==> config.mk <==
export PLATFORM = sky130hd
export DESIGN_NAME = mutex_arb
export DESIGN_NICKNAME = d
export VERILOG_FILES = /design/src/rtl/mutex_arb_pkg.sv /design/src/rtl/mutex_client_fsm.sv /design/src/rtl/mutex_arb_ctrl.sv /design/src/rtl/mutex_turn_dp.sv /design/src/rtl/mutex_arb.sv
export SDC_FILE = /design/constraint.sdc
export NUM_CORES = 1
export LEC_CHECK = 0
export ABC_CLOCK_PERIOD_IN_PS = 2150
export CAP_MARGIN = 5
export CORE_AREA = 4 4 41 43
export CTS_CLUSTER_SIZE = 24
export DETAILED_ROUTE_END_ITERATION = 8
export DIE_AREA = 0 0 45 47
export PLACE_DENSITY = 0.43
export SYNTH_ARGS = -nofsm -noshare
export SYNTH_HDL_FRONTEND = slang
export SYNTH_SLANG_ARGS = --single-unit
==> constraint.sdc <==
create_clock -name clk -period 2.15 [get_ports clk]
set_clock_uncertainty 0.1 [all_clocks]
set_input_delay 0.645 -clock clk [delete_from_list [all_inputs] [get_ports clk]]
set_output_delay 0.645 -clock clk [all_outputs]
set_load 0.02 [all_outputs]
==> src/rtl/mutex_arb_pkg.sv <==
package mutex_arb_pkg;

  localparam int NUM_CLIENTS = 2;
  localparam int IDX_W = $clog2(NUM_CLIENTS);

  typedef enum logic [1:0] {
    CL_IDLE = 2'd0,
    CL_TRY  = 2'd1,
    CL_CRIT = 2'd2
  } clState_e;

  // strobes from control to the turn datapath
  typedef struct packed {
    logic passToA;
    logic passToB;
  } turnStrobe_t;

endpackage

==> src/rtl/mutex_client_fsm.sv <==
module mutex_client_fsm
  import mutex_arb_pkg::*;
(
  input  logic     clk,
  input  logic     rst,
  input  logic     reqIn,
  input  logic     relIn,
  input  logic     peerIdle,
  input  logic     peerTry,
  input  logic     myTurn,
  output clState_e stateQ
);

  clState_e stateD;

  always_comb begin
    stateD = stateQ;
    unique case (stateQ)
      CL_IDLE: if (reqIn) stateD = CL_TRY;
      CL_TRY: begin
        if (peerIdle) stateD = CL_CRIT;
        else if (peerTry && myTurn) stateD = CL_CRIT;
      end
      CL_CRIT: if (relIn) stateD = CL_IDLE;
      default: stateD = CL_IDLE;
    endcase
  end

  always_ff @(posedge clk) begin
    if (rst) stateQ <= CL_IDLE;
    else     stateQ <= stateD;
  end

endmodule

==> src/rtl/mutex_arb_ctrl.sv <==
module mutex_arb_ctrl
  import mutex_arb_pkg::*;
(
  input  logic                   clk,
  input  logic                   rst,
  input  logic [NUM_CLIENTS-1:0] req,
  input  logic [NUM_CLIENTS-1:0] rel,
  input  logic [IDX_W-1:0]       turnQ,
  output logic [NUM_CLIENTS-1:0] grantFlag,
  output logic [NUM_CLIENTS-1:0] tryFlag,
  output turnStrobe_t            strobe
);

  clState_e clState [NUM_CLIENTS];
  logic [NUM_CLIENTS-1:0] isIdle;

  for (genvar gi = 0; gi < NUM_CLIENTS; gi++) begin : g_client
    localparam int PEER = NUM_CLIENTS - 1 - gi;

    mutex_client_fsm u_fsm (
      .clk      (clk),
      .rst      (rst),
      .reqIn    (req[gi]),
      .relIn    (rel[gi]),
      .peerIdle (isIdle[PEER]),
      .peerTry  (tryFlag[PEER]),
      .myTurn   (turnQ == IDX_W'(gi)),
      .stateQ   (clState[gi])
    );

    assign isIdle[gi]    = (clState[gi] == CL_IDLE);
    assign tryFlag[gi]   = (clState[gi] == CL_TRY);
    assign grantFlag[gi] = (clState[gi] == CL_CRIT);
  end

  always_comb begin
    strobe.passToA = tryFlag[0] && isIdle[1];
    strobe.passToB = tryFlag[1] && isIdle[0];
  end

endmodule

==> src/rtl/mutex_turn_dp.sv <==
module mutex_turn_dp
  import mutex_arb_pkg::*;
(
  input  logic             clk,
  input  logic             rst,
  input  turnStrobe_t      strobe,
  output logic [IDX_W-1:0] turnQ
);

  always_ff @(posedge clk) begin
    if (rst)                 turnQ <= '0;
    else if (strobe.passToB) turnQ <= IDX_W'(1);
    else if (strobe.passToA) turnQ <= '0;
  end

endmodule

==> src/rtl/mutex_arb.sv <==
module mutex_arb
  import mutex_arb_pkg::*;
(
  input  logic       clk,
  input  logic       rst,
  input  logic [1:0] req,
  input  logic [1:0] rel,
  output logic [1:0] grant,
  output logic [1:0] trying,
  output logic       turnOwner
);

  turnStrobe_t      strobe;
  logic [IDX_W-1:0] turnQ;

  mutex_arb_ctrl u_ctrl (
    .clk       (clk),
    .rst       (rst),
    .req       (req),
    .rel       (rel),
    .turnQ     (turnQ),
    .grantFlag (grant),
    .tryFlag   (trying),
    .strobe    (strobe)
  );

  mutex_turn_dp u_turn (
    .clk    (clk),
    .rst    (rst),
    .strobe (strobe),
    .turnQ  (turnQ)
  );

  assign turnOwner = turnQ;

endmodule

==> metrics.md <==
| Metric | Value |
|---|---|
| Gr usage total | `5.69%` |
| EDFF count, synth | `0` |
| CTS tree | `yes` |
| Finish-stage setup viols | `0` |
| Fin crit share | `92.4%` |
| Gate Count Post-Synth | `30` |
| Max FO, Critical Path | `5` |
| CP Cell Sequence | `clkdlybuf4s50_1` |
| Max Freq | `0.503 GHz` |
| Layout cells sized above 1 | `16.3%` |
| Sequential element share of the synthesized area | `37.7%` |
| Area contributors post-synth | `dfxtp_1 (38%), nor4b_1 (9.9%), nor2b_1 (9.4%)` |
| DR pass1 iterations | `2` |
| WL/cell | `9.53 um` |
| GRT overflow | `0` |
| Min Tclk post-route | `1990 ps` |
| Worst Setup Slack, final | `164 ps` |
| Vias per cell | `4.33` |
| Chip Height | `47 um` |
| Biggest area consumer among synthesized cells | `dfxtp_1` |
| First-pass GRT wire length | `800 um` |
| Fin util | `31.0%` |
| Min-delay worst type | `reg -> reg` |
| Final slew viol count | `0` |
| Drt initial violations | `1` |
| Residual DRC | `0` |
| Boundary Pins | `11` |
| Fin. Hold Viols | `0` |
| Total length of routed wires | `553 um` |
| Design Power | `303 uW` |
| CTS clk-pin slew, worst paths | `40 ps` |
| Tightest Pin Transition | `359 ps` |
| Starting Density | `20.4%` |
| Area Growth Syn to Fin | `51.9%` |
| TritonCTS Sinks | `5` |
| Final antenna-violating net count | `0` |
| Die Area | `2120 um2` |
| Initial antenna violation count | `0` |
| Pwr Density | `752 nW/um2` |
| Main flop type after synthesis | `dfxtp_1` |
| Pin count of the biggest net entering global routing | `9` |
| Syn avg cell area | `8.84 um2` |
| CP Buf/Inv Count | `1` |
| Outcome | `finished clean` |
| Rel. slew slack | `75.4%` |
| Crit path arrival time | `1240 ps` |
| Maximum vdd drop | `0.198 mV` |
| Clock buffer depth | `2` |
| Placeable Area | `1300 um2` |
| Post-CTS Repair Setup Buffers | `0` |
| PortBufs | `10` |
| Pre-CTS setup slack | `214 ps` |
| Total of max-cap violations | `0` |
| # nets final | `50` |
| Worst Setup End Kind | `output pin` |
| Yosys warns | `0` |
| Post-synthesis register bit count | `5` |
| Vias in the first global route | `210` |
| # rows | `13` |
| Post-Syn Nets | `36` |
| Delay-heaviest family, CP | `buffers and inverters` |
| Worst skew pair latency | `230 ps` |
| RSZ-0062 raised after global routing | `no` |
| Leakage power | `0.000179 uW` |
| Diode count | `0` |
| CP Data Required Time | `1400 ps` |
| Setup TNS | `0 ps` |
| Max incr delay on CP | `630 ps` |
| Crit start category | `register` |
| Post-route cell area | `403 um2` |
| Netlist cell types | `13` |
| Hpwl dp | `447 um` |
| Area share of the largest cell type after synthesis | `37.7%` |
| Synth cell count leaders | `dfxtp_1 (5), nor2_1 (5), nor2b_1 (4), nor4b_1 (3)` |
| Placed inst area | `377 um2` |
| Worst Path Class, Setup | `reg -> out` |
| TritonCTS buffer count | `3` |
| Netlist Area Pre-Place | `265 um2` |
| DR vias | `251` |
| Slowest cell on crit path | `clkdlybuf4s50_1` |
| RD Place Congestion | `0.691` |
| Root Buffer | `clkbuf_4` |
| DIE WIDTH | `45 um` |
| Async S/R FF share, synth | `0%` |
| H-tree depth | `1` |
-- through the flow --
step	std cells	hold WS (ps)
6_report	58	393
5_1_grt	58	442
4_1_cts	58	408
3_5_place_dp	54	399
3_3_place_gp	54	401
2_1_floorplan	30	390
-- power by group --
part	internal (uW)	switching, uW
logic	44.2	35.3
clock network	69.9	35.0
registers	105	14.1
total	219	84.3
-- worst paths after layout --
kind | startpoint | to | slack (ps) | cells after the start
max | u_turn.turnQ$_SDFFE_PP0P_ | turnOwner | 160 | 1
min | u_ctrl.g_client[1].u_fsm.stateQ[1]$_SDFFE_PP0P_ | u_ctrl.g_client[1].u_fsm.stateQ[0]$_SDFFE_PP0P_ | 390 | 1
max reg2reg | u_ctrl.g_client[0].u_fsm.stateQ[0]$_SDFFE_PP0P_ | u_turn.turnQ$_SDFFE_PP0P_ | 860 | 2
min reg2reg | u_ctrl.g_client[1].u_fsm.stateQ[1]$_SDFFE_PP0P_ | u_ctrl.g_client[1].u_fsm.stateQ[0]$_SDFFE_PP0P_ | 390 | 1
-- registers in the layout, summed over array words and instances, names as in the netlist --
signal                        count
u_turn.turnQ                      1
u_ctrl.g_client.u_fsm.stateQ      4
-- area by class of cell --
type                       count  area [um2]
multi-input combinational     22         146
clock buffer                   4        26.3
timing repair buffer          11         106
sequential                     5         101
inverter                       1        3.75
tap                           15        18.8
fill                         146         898
-- metal layers --
layer	wire length, um	share of wire (%)	track usage (%)
met4	6	1.1	7.02
met2	247	45	7.63
met5	0	0	0
met1	246	44	6.15
met3	51	9.2	2.30
-- cell usage in the layout, fill, tap and decap left out --
cell type / Yosys / routed
and2b_1: 2 / 2
nand2b_1: 1 / 1
nor2_1: 5 / 5
a2111oi_0: 2 / 2
buf_4: 2 / 1
nor4b_1: 3 / 3
a2111oi_1: 1 / 1
dlygate4sd2_1: 0 / 3
dfxtp_1: 5 / 4
clkbuf_1: 0 / 1
clkbuf_4: 0 / 3
inv_1: 1 / 1
dlymetal6s2s_1: 0 / 1
dfxtp_2: 0 / 1
nand2_1: 1 / 1
or3_1: 1 / 1
nor2b_1: 4 / 4
a31o_2: 2 / 2
clkdlybuf4s50_1: 0 / 6
-- logic make-up after synthesis --
logic type             count (synthesis)  synth area share (%)
and+or+nand+nor                       17                  38.2
AOI/OAI and AO/OA                      5                  17.0
buffers and inverters                  3                  7.07
DFF                                    5                  37.7
-- timing repair --
action / 4_1_cts / 5_1_grt
hold buffers: 0 / 0
setup endpoints to repair: 3 / 1
gates resized for setup: 3 / 2
No activity file was read; power rests on OpenSTA's default activity.
